==> config.mk <==
export PLATFORM = sky130hd
export DESIGN_NAME = xmem_bus_ctrl
export DESIGN_NICKNAME = d
export VERILOG_FILES = /design/src/rtl/xmb_pkg.sv /design/src/rtl/xmb_decode.sv /design/src/rtl/xmb_seq.sv /design/src/rtl/xmb_pins.sv /design/src/rtl/xmem_bus_ctrl.sv
export SDC_FILE = /design/constraint.sdc
export NUM_CORES = 1
export LEC_CHECK = 0
export BUFFER_PORTS_ARGS = -buffer_cell sky130_fd_sc_hd__clkbuf_2
export CELL_PAD_IN_SITES_DETAIL_PLACEMENT = 0
export CELL_PAD_IN_SITES_GLOBAL_PLACEMENT = 2
export CORE_ASPECT_RATIO = 1.2
export CORE_MARGIN = 2
export CORE_UTILIZATION = 32
export CTS_BUF_LIST = sky130_fd_sc_hd__clkbuf_4 sky130_fd_sc_hd__clkbuf_8
export CTS_CLUSTER_SIZE = 40
export DETAILED_ROUTE_END_ITERATION = 10
export GPL_ROUTABILITY_DRIVEN = 1
export PLACE_DENSITY_LB_ADDON = 0.1
export SLEW_MARGIN = 20
export SYNTH_ARGS = -nofsm -noshare
export SYNTH_HDL_FRONTEND = slang
export SYNTH_SLANG_ARGS = --single-unit
export TNS_END_PERCENT = 20
==> constraint.sdc <==
create_clock -name clk -period 2.4 [get_ports clk]
set_clock_uncertainty 0.15 [all_clocks]
set_input_delay 0.48 -clock clk [delete_from_list [all_inputs] [get_ports clk]]
set_output_delay 0.48 -clock clk [all_outputs]
set_load 0.005 [all_outputs]
==> src/rtl/xmb_pkg.sv <==
package xmb_pkg;

  typedef enum logic [2:0] {
    ST_IDLE,
    ST_ADDR,
    ST_STRB,
    ST_HOLD,
    ST_DONE
  } xmb_state_e;

  // extra strobe cycles beyond the first for a 2-bit wait setting
  function automatic logic [1:0] strobe_extra(input logic [1:0] setting);
    return (setting == 2'd3) ? 2'd2 : setting;
  endfunction

  // only the top setting appends an address-hold cycle
  function automatic logic adds_hold(input logic [1:0] setting);
    return setting == 2'd3;
  endfunction

endpackage

==> src/rtl/xmb_decode.sv <==
module xmb_decode #(
  parameter int ADDR_W  = 16,
  parameter int SEC_W   = 3,
  parameter int INT_TOP = 'h025F
) (
  input  logic              cfg_en,
  input  logic [1:0]        cfg_ws_lo,
  input  logic [1:0]        cfg_ws_hi,
  input  logic [SEC_W-1:0]  cfg_sec,
  input  logic [ADDR_W-1:0] addr,
  output logic              hit,
  output logic              in_lower,
  output logic [1:0]        ws_sel
);

  localparam logic [ADDR_W-1:0] TOP_V = ADDR_W'(INT_TOP);

  function automatic logic sector_lower(input logic [SEC_W-1:0] region,
                                        input logic [SEC_W-1:0] limit);
    return (limit == '0) || (region < limit);
  endfunction

  assign hit      = cfg_en && (addr > TOP_V);
  assign in_lower = sector_lower(addr[ADDR_W-1 -: SEC_W], cfg_sec);
  assign ws_sel   = in_lower ? cfg_ws_lo : cfg_ws_hi;

endmodule

==> src/rtl/xmb_seq.sv <==
module xmb_seq
  import xmb_pkg::*;
#(
  parameter int ADDR_W = 16,
  parameter int DATA_W = 8
) (
  input  logic              clk,
  input  logic              rst_n,
  input  logic              start,
  input  logic              we_in,
  input  logic [ADDR_W-1:0] addr_in,
  input  logic [DATA_W-1:0] wdata_in,
  input  logic [1:0]        ws_sel,
  output xmb_state_e        state,
  output logic              we_q,
  output logic [ADDR_W-1:0] addr_q,
  output logic [DATA_W-1:0] wdata_q,
  output logic              last_strb,
  output logic              busy
);

  logic [1:0] cnt;
  logic       hold_q;

  always_ff @(posedge clk or negedge rst_n) begin
    if (!rst_n) begin
      state   <= ST_IDLE;
      cnt     <= '0;
      hold_q  <= 1'b0;
      we_q    <= 1'b0;
      addr_q  <= '0;
      wdata_q <= '0;
    end else begin
      case (state)
        ST_IDLE: if (start) begin
          state   <= ST_ADDR;
          we_q    <= we_in;
          addr_q  <= addr_in;
          wdata_q <= wdata_in;
          cnt     <= strobe_extra(ws_sel);
          hold_q  <= adds_hold(ws_sel);
        end
        ST_ADDR: state <= ST_STRB;
        ST_STRB: begin
          if (cnt == 2'd0) state <= hold_q ? ST_HOLD : ST_DONE;
          else             cnt   <= cnt - 2'd1;
        end
        ST_HOLD: state <= ST_DONE;
        ST_DONE: state <= ST_IDLE;
        default: state <= ST_IDLE;
      endcase
    end
  end

  assign last_strb = (state == ST_STRB) && (cnt == 2'd0);
  assign busy      = (state == ST_ADDR) || (state == ST_STRB) || (state == ST_HOLD);

endmodule

==> src/rtl/xmb_pins.sv <==
module xmb_pins
  import xmb_pkg::*;
#(
  parameter int ADDR_W = 16,
  parameter int DATA_W = 8,
  parameter int HI_W   = ADDR_W - DATA_W,
  parameter int REL_W  = $clog2(HI_W + 1)
) (
  input  logic              clk,
  input  logic              rst_n,
  input  xmb_state_e        state,
  input  logic              we_q,
  input  logic [ADDR_W-1:0] addr_q,
  input  logic [DATA_W-1:0] wdata_q,
  input  logic              cfg_en,
  input  logic [REL_W-1:0]  cfg_hrel,
  input  logic              cfg_keep,
  output logic              ale,
  output logic              rd_n,
  output logic              wr_n,
  output logic [DATA_W-1:0] ad_out,
  output logic              ad_oe,
  output logic              ad_hold,
  output logic [HI_W-1:0]   ah_out,
  output logic [HI_W-1:0]   ah_oe
);

  logic [DATA_W-1:0] drv_val;
  logic [DATA_W-1:0] last_ad;
  logic [HI_W-1:0]   line_kept;
  logic              strobing;

  function automatic logic [HI_W-1:0] drive_mask(input logic [REL_W-1:0] rel);
    logic [REL_W-1:0] lim;
    logic [HI_W-1:0]  m;
    lim = (rel > REL_W'(HI_W)) ? REL_W'(HI_W) : rel;
    for (int i = 0; i < HI_W; i++) m[i] = REL_W'(i) < (REL_W'(HI_W) - lim);
    return m;
  endfunction

  assign strobing = (state == ST_STRB);
  assign ale      = (state == ST_ADDR);
  assign rd_n     = !(strobing && !we_q);
  assign wr_n     = !(strobing && we_q);
  assign ad_oe    = ale || (we_q && (strobing || state == ST_HOLD));
  assign drv_val  = ale ? addr_q[DATA_W-1:0] : wdata_q;

  always_ff @(posedge clk or negedge rst_n) begin
    if (!rst_n)     last_ad <= '0;
    else if (ad_oe) last_ad <= drv_val;
  end

  assign ad_hold = cfg_keep && !ad_oe;
  assign ad_out  = ad_oe ? drv_val : (cfg_keep ? last_ad : '0);

  assign line_kept = drive_mask(cfg_hrel);

  for (genvar g = 0; g < HI_W; g++) begin : g_hi
    assign ah_oe[g]  = cfg_en && line_kept[g];
    assign ah_out[g] = ah_oe[g] && addr_q[DATA_W + g];
  end

endmodule

==> src/rtl/xmem_bus_ctrl.sv <==
module xmem_bus_ctrl
  import xmb_pkg::*;
#(
  parameter int ADDR_W  = 16,
  parameter int DATA_W  = 8,
  parameter int SEC_W   = 3,
  parameter int INT_TOP = 'h025F
) (
  input  logic                                  clk,
  input  logic                                  rst_n,
  input  logic                                  cfg_en,
  input  logic [1:0]                            cfg_ws_lo,
  input  logic [1:0]                            cfg_ws_hi,
  input  logic [SEC_W-1:0]                      cfg_sec,
  input  logic [$clog2(ADDR_W-DATA_W+1)-1:0]    cfg_hrel,
  input  logic                                  cfg_keep,
  input  logic                                  cpu_req,
  input  logic                                  cpu_we,
  input  logic [ADDR_W-1:0]                     cpu_addr,
  input  logic [DATA_W-1:0]                     cpu_wdata,
  output logic [DATA_W-1:0]                     cpu_rdata,
  output logic                                  cpu_stall,
  output logic                                  bus_ale,
  output logic                                  bus_rd_n,
  output logic                                  bus_wr_n,
  output logic [DATA_W-1:0]                     bus_ad_out,
  output logic                                  bus_ad_oe,
  input  logic [DATA_W-1:0]                     bus_ad_in,
  output logic                                  bus_ad_hold,
  output logic [ADDR_W-DATA_W-1:0]              bus_ah_out,
  output logic [ADDR_W-DATA_W-1:0]              bus_ah_oe
);

  localparam int HI_W  = ADDR_W - DATA_W;
  localparam int REL_W = $clog2(HI_W + 1);

  logic              dec_hit;
  logic              dec_lower;
  logic [1:0]        dec_ws;
  logic              acc_start;
  logic              seq_busy;
  logic              seq_last_strb;
  logic              rd_sample;
  xmb_state_e        seq_state;
  logic              seq_we;
  logic [ADDR_W-1:0] seq_addr;
  logic [DATA_W-1:0] seq_wdata;

  xmb_decode #(.ADDR_W(ADDR_W), .SEC_W(SEC_W), .INT_TOP(INT_TOP)) u_dec (
    .cfg_en   (cfg_en),
    .cfg_ws_lo(cfg_ws_lo),
    .cfg_ws_hi(cfg_ws_hi),
    .cfg_sec  (cfg_sec),
    .addr     (cpu_addr),
    .hit      (dec_hit),
    .in_lower (dec_lower),
    .ws_sel   (dec_ws)
  );

  assign acc_start = cpu_req && dec_hit && (seq_state == ST_IDLE);

  xmb_seq #(.ADDR_W(ADDR_W), .DATA_W(DATA_W)) u_seq (
    .clk      (clk),
    .rst_n    (rst_n),
    .start    (acc_start),
    .we_in    (cpu_we),
    .addr_in  (cpu_addr),
    .wdata_in (cpu_wdata),
    .ws_sel   (dec_ws),
    .state    (seq_state),
    .we_q     (seq_we),
    .addr_q   (seq_addr),
    .wdata_q  (seq_wdata),
    .last_strb(seq_last_strb),
    .busy     (seq_busy)
  );

  xmb_pins #(.ADDR_W(ADDR_W), .DATA_W(DATA_W), .HI_W(HI_W), .REL_W(REL_W)) u_pins (
    .clk     (clk),
    .rst_n   (rst_n),
    .state   (seq_state),
    .we_q    (seq_we),
    .addr_q  (seq_addr),
    .wdata_q (seq_wdata),
    .cfg_en  (cfg_en),
    .cfg_hrel(cfg_hrel),
    .cfg_keep(cfg_keep),
    .ale     (bus_ale),
    .rd_n    (bus_rd_n),
    .wr_n    (bus_wr_n),
    .ad_out  (bus_ad_out),
    .ad_oe   (bus_ad_oe),
    .ad_hold (bus_ad_hold),
    .ah_out  (bus_ah_out),
    .ah_oe   (bus_ah_oe)
  );

  assign rd_sample = seq_last_strb && !seq_we;

  always_ff @(posedge clk or negedge rst_n) begin
    if (!rst_n)         cpu_rdata <= '0;
    else if (rd_sample) cpu_rdata <= bus_ad_in;
  end

  assign cpu_stall = acc_start || seq_busy;

endmodule

==> flow_metrics.py <==
metrics = {
    "critical_path": {
        "path_max_fanout": 5,
        "rrSetupSlack_ps": 330,
        "worst-path-buf-inv": 4,
        "cp-start-kind": "input pin",
        "crit_family": "compound AO/OA/AOI/OAI gates",
        "worstSetupPathType": "input pin to primary output",
        "cp_slowest_cell": "o211ai_1",
        "required_ps": 1770,
        "arrival_ps": 1860,
        "end_kind": "primary output",
        "crit_chain": "buf_8 -> nand2b_4 -> ha_4 -> inv_2 -> o211ai_1 -> buf_4 -> nand2_2 -> and2_4 -> clkbuf_2",
        "max_stage_delay_ps": 500,
    },
    "detailed_routing": {
        "via_per_inst": 4.72,
        "met3WireLength_um": 349,
        "top_layer": "met4",
        "drc": 0,
        "wire_per_inst_um": 14.1,
        "wl_met1_mm": 2.78,
        "dr_wl_met2_mm": 2.73,
        "wl_mm": 5.92,
        "dr.pass1.iters": 4,
        "drt_iter0_markers": 37,
        "via_count": 1983,
        "ant_nets": 0,
    },
    "finish": {
        "fin_nets": 381,
        "fill_cells": 759,
        "diodes": 0,
        "layout-drive-gt1-share_pct": 55.2,
        "multi_input_area_um2": 1300,
        "ff_latch_area_um2": 1180,
        "syn_to_final_growth_pct": 36.8,
    },
    "power": {
        "peakVddDrop_mv": 0.455,
        "swShare_pct": 31.2,
        "pwr-share-seq_pct": 37.9,
        "finalPower_mw": 3.74,
        "p_int_mw": 2.58,
        "p_per_area_nw_per_um2": 1100,
        "comb_power_share_pct": 43.5,
        "p_switching_mw": 1.17,
        "power_frac_clock_pct": 18.6,
        "cellLeakagePower_nw": 1.75,
    },
    "timing": {
        "worst_pin_slew_ps": 590,
        "drv_slew": 0,
        "setup_viol": 4,
        "hold_slack_ps": 2.78,
        "tns_ps": -263,
        "hold_viol": 0,
        "fmax_mhz": 402,
        "maxSlewHeadroom_pct": 60.5,
        "period_share_pct": 104,
        "rsz0062_at_grt": "true",
        "fin_crit_ps": 2490,
        "layout_setup_ws_ps": -86.9,
    },
    "global_route": {
        "grt_pass1_wl_mm": 9.74,
        "grt_pass1_vias": 1995,
        "grt_max_degree": 30,
        "antenna_found_initial": 0,
        "overflow": 0,
        "track_usage_pct": 14.3,
    },
    "place": {
        "routabilityCongestion": 0.747,
        "portBuffers": 86,
        "dp_hpwl_mm": 4.57,
    },
    "synthesis": {
        "syn_area_um2": 2490,
        "ys_types": 36,
        "ys_seq_area_share_pct": 47.2,
        "synth_area_per_cell_um2": 11.1,
        "synth_nets": 278,
        "ys_warn_count": 0,
        "syn_inst": 224,
        "ys_ff_latch": 47,
    },
    "hold_path": {
        "hold_class": "input pin to asynchronous set/reset pin",
    },
    "die": {
        "die_width_um": 84.6,
        "core-area_um2": 7620,
        "dieHeight_um": 101,
        "rows": 35,
        "initial_utilization_pct": 32.7,
        "design.die.area_um2": 8510,
        "pin_count": 87,
    },
    "clock_tree": {
        "h-tree-depth": 2,
        "clk_path_buf_depth": 2,
        "cts_sinks": 47,
        "holdBufCountCts": 0,
        "clk_pin_slew_ps": 80,
        "cts_made_buffers": 5,
        "cts-root-buf": "clkbuf_8",
        "insertion_delay_ps": 300,
        "cts_tree": "done",
    },
    "run_status": {
        "status": "finished with violations",
        "violations": "negative setup slack",
    },
    "job": {
        "maxCapViolCount": 0,
    },
}
logic make-up (layout without fill, tap and decap cells):
kind of cell	Yosys count	after routing	share of synthesized area [%]
multiplexers	35	35	19.5
AND/OR/NAND/NOR	61	61	12.3
adder cells (fa/ha/maj)	5	5	2.51
AO/OA/AOI/OAI	52	52	14.0
buffers and inverters	24	128	4.52
flip-flops	47	47	47.2
layer usage:
layer	GRT usage, %	vias to the layer above
li1	-	992
met1	19.4	920
met2	23.0	64
met3	3.36	7
met4	4.03	0
met5	0	-
cell type report:
class	instances	share of cell area, %
Clock buffer	6	2.24
Clock inverter	2	1.76
Inverter	13	1.43
Multi-Input combinational cell	153	38.1
Sequential cell	47	34.5
Tap cell	92	3.38
Timing Repair Buffer	107	18.5
power groups by stage:
stage	logic [mW]	clock network, mW	registers, mW
global placement	1.57	0	1.43
CTS	1.62	0.714	1.42
global route	1.80	0.748	1.47
finish	1.63	0.695	1.42
floorplan	1.10	0	1.36
detailed placement	1.60	0	1.42
layout by cell type, fill, tap and decap left out, types with 4 or more instances in the layout:
cell type	instances
clkbuf_2	81
dfrtp_1	46
mux2_4	25
nand2_1	20
buf_4	20
inv_1	11
a21oi_1	10
a21o_1	9
o21ai_0	9
mux2_2	9
a31o_2	8
nor2_1	7
and2_1	6
a21oi_2	5
clkbuf_8	5
ha_1	4
final timing paths:
path / startpoint / to / cells after the start
hold / removal: rst_n / u_pins.last_ad[2]$_DFFE_PN0P_ / 1
max in group asynchronous: rst_n / u_seq.state[0]$_DFFE_PN0P_ / 2
min in group clk: bus_ad_in[1] / cpu_rdata[1]$_DFFE_PN0P_ / 2
setup / recovery: cfg_hrel[3] / bus_ah_out[1] / 9
hold reg to reg: u_pins.last_ad[6]$_DFFE_PN0P_ / u_pins.last_ad[6]$_DFFE_PN0P_ / 1
setup reg to reg: u_seq.state[1]$_DFFE_PN0P_ / u_seq.wdata_q[6]$_DFFE_PN0P_ / 4
cells in the mapped netlist:
cell type / instances / area, um^2
a21o_1: 9 / 67.6
and2_1: 9 / 56.3
nor3b_1: 1 / 7.51
a31oi_1: 2 / 12.5
a2111o_1: 1 / 11.3
nand3b_1: 1 / 7.51
dfrtp_1: 47 / 1180
buf_1: 1 / 3.75
and3_1: 1 / 6.26
nand2b_1: 3 / 18.8
nand4_1: 1 / 6.26
nand2_1: 22 / 82.6
a221o_1: 1 / 10.0
nor2b_1: 2 / 12.5
or3_1: 1 / 6.26
o21ai_0: 12 / 60.1
buf_6: 3 / 33.8
o21ba_2: 1 / 10.0
mux2i_1: 1 / 10.0
inv_1: 13 / 48.8
and4_4: 1 / 11.3
nand4b_1: 1 / 8.76
nor2_1: 9 / 33.8
a21oi_1: 15 / 75.1
nor4_1: 1 / 6.26
a211o_1: 1 / 8.76
ha_1: 5 / 62.6
o211ai_1: 1 / 7.51
or4_1: 1 / 7.51
nand3_1: 4 / 20.0
nor3_1: 3 / 15.0
mux2_4: 25 / 375
a31o_2: 8 / 70.1
mux2_2: 9 / 101
a221oi_2: 1 / 15.0
clkbuf_1: 7 / 26.3
repair_timing:
| item | in CTS | in global routing |
|---|---|---|
| buffers inserted | 0 | 3 |
| gates cloned | 0 | 0 |
| endpoints found under the setup margin | 15 | 16 |
| gates resized for setup | 11 | 27 |
| pin swaps | 3 | 7 |
worst reg2reg max path, delay by kind of cell, from the launching register on:
| kind | cells | cell delay (ps) |
|---|---|---|
| mux | 1 | 360 |
| buf+inv | 1 | 170 |
| flops | 1 | 380 |
| simple gates | 2 | 910 |
sequential cells by signal, summed over array words and instances, names as in the netlist:
name            cells
cpu_rdata           8
u_pins.last_ad      8
u_seq.addr_q       16
u_seq.cnt           2
u_seq.hold_q        1
u_seq.state         3
u_seq.wdata_q       8
u_seq.we_q          1
metrics by stage:
step / instances / instance area, um^2 / util, % / setup WS, ps
after floorplan: 224 / 2490 / - / 106
after global routing: 420 / 3410 / 44.7 / -134
after detailed placement: 409 / 3130 / 41.1 / -108
after CTS: 417 / 3320 / 43.6 / -77.0
final: 420 / 3410 / 44.7 / -86.9
after global placement: 409 / 3130 / 41.1 / -101
Note: power is estimated with default switching activity, not from simulation.
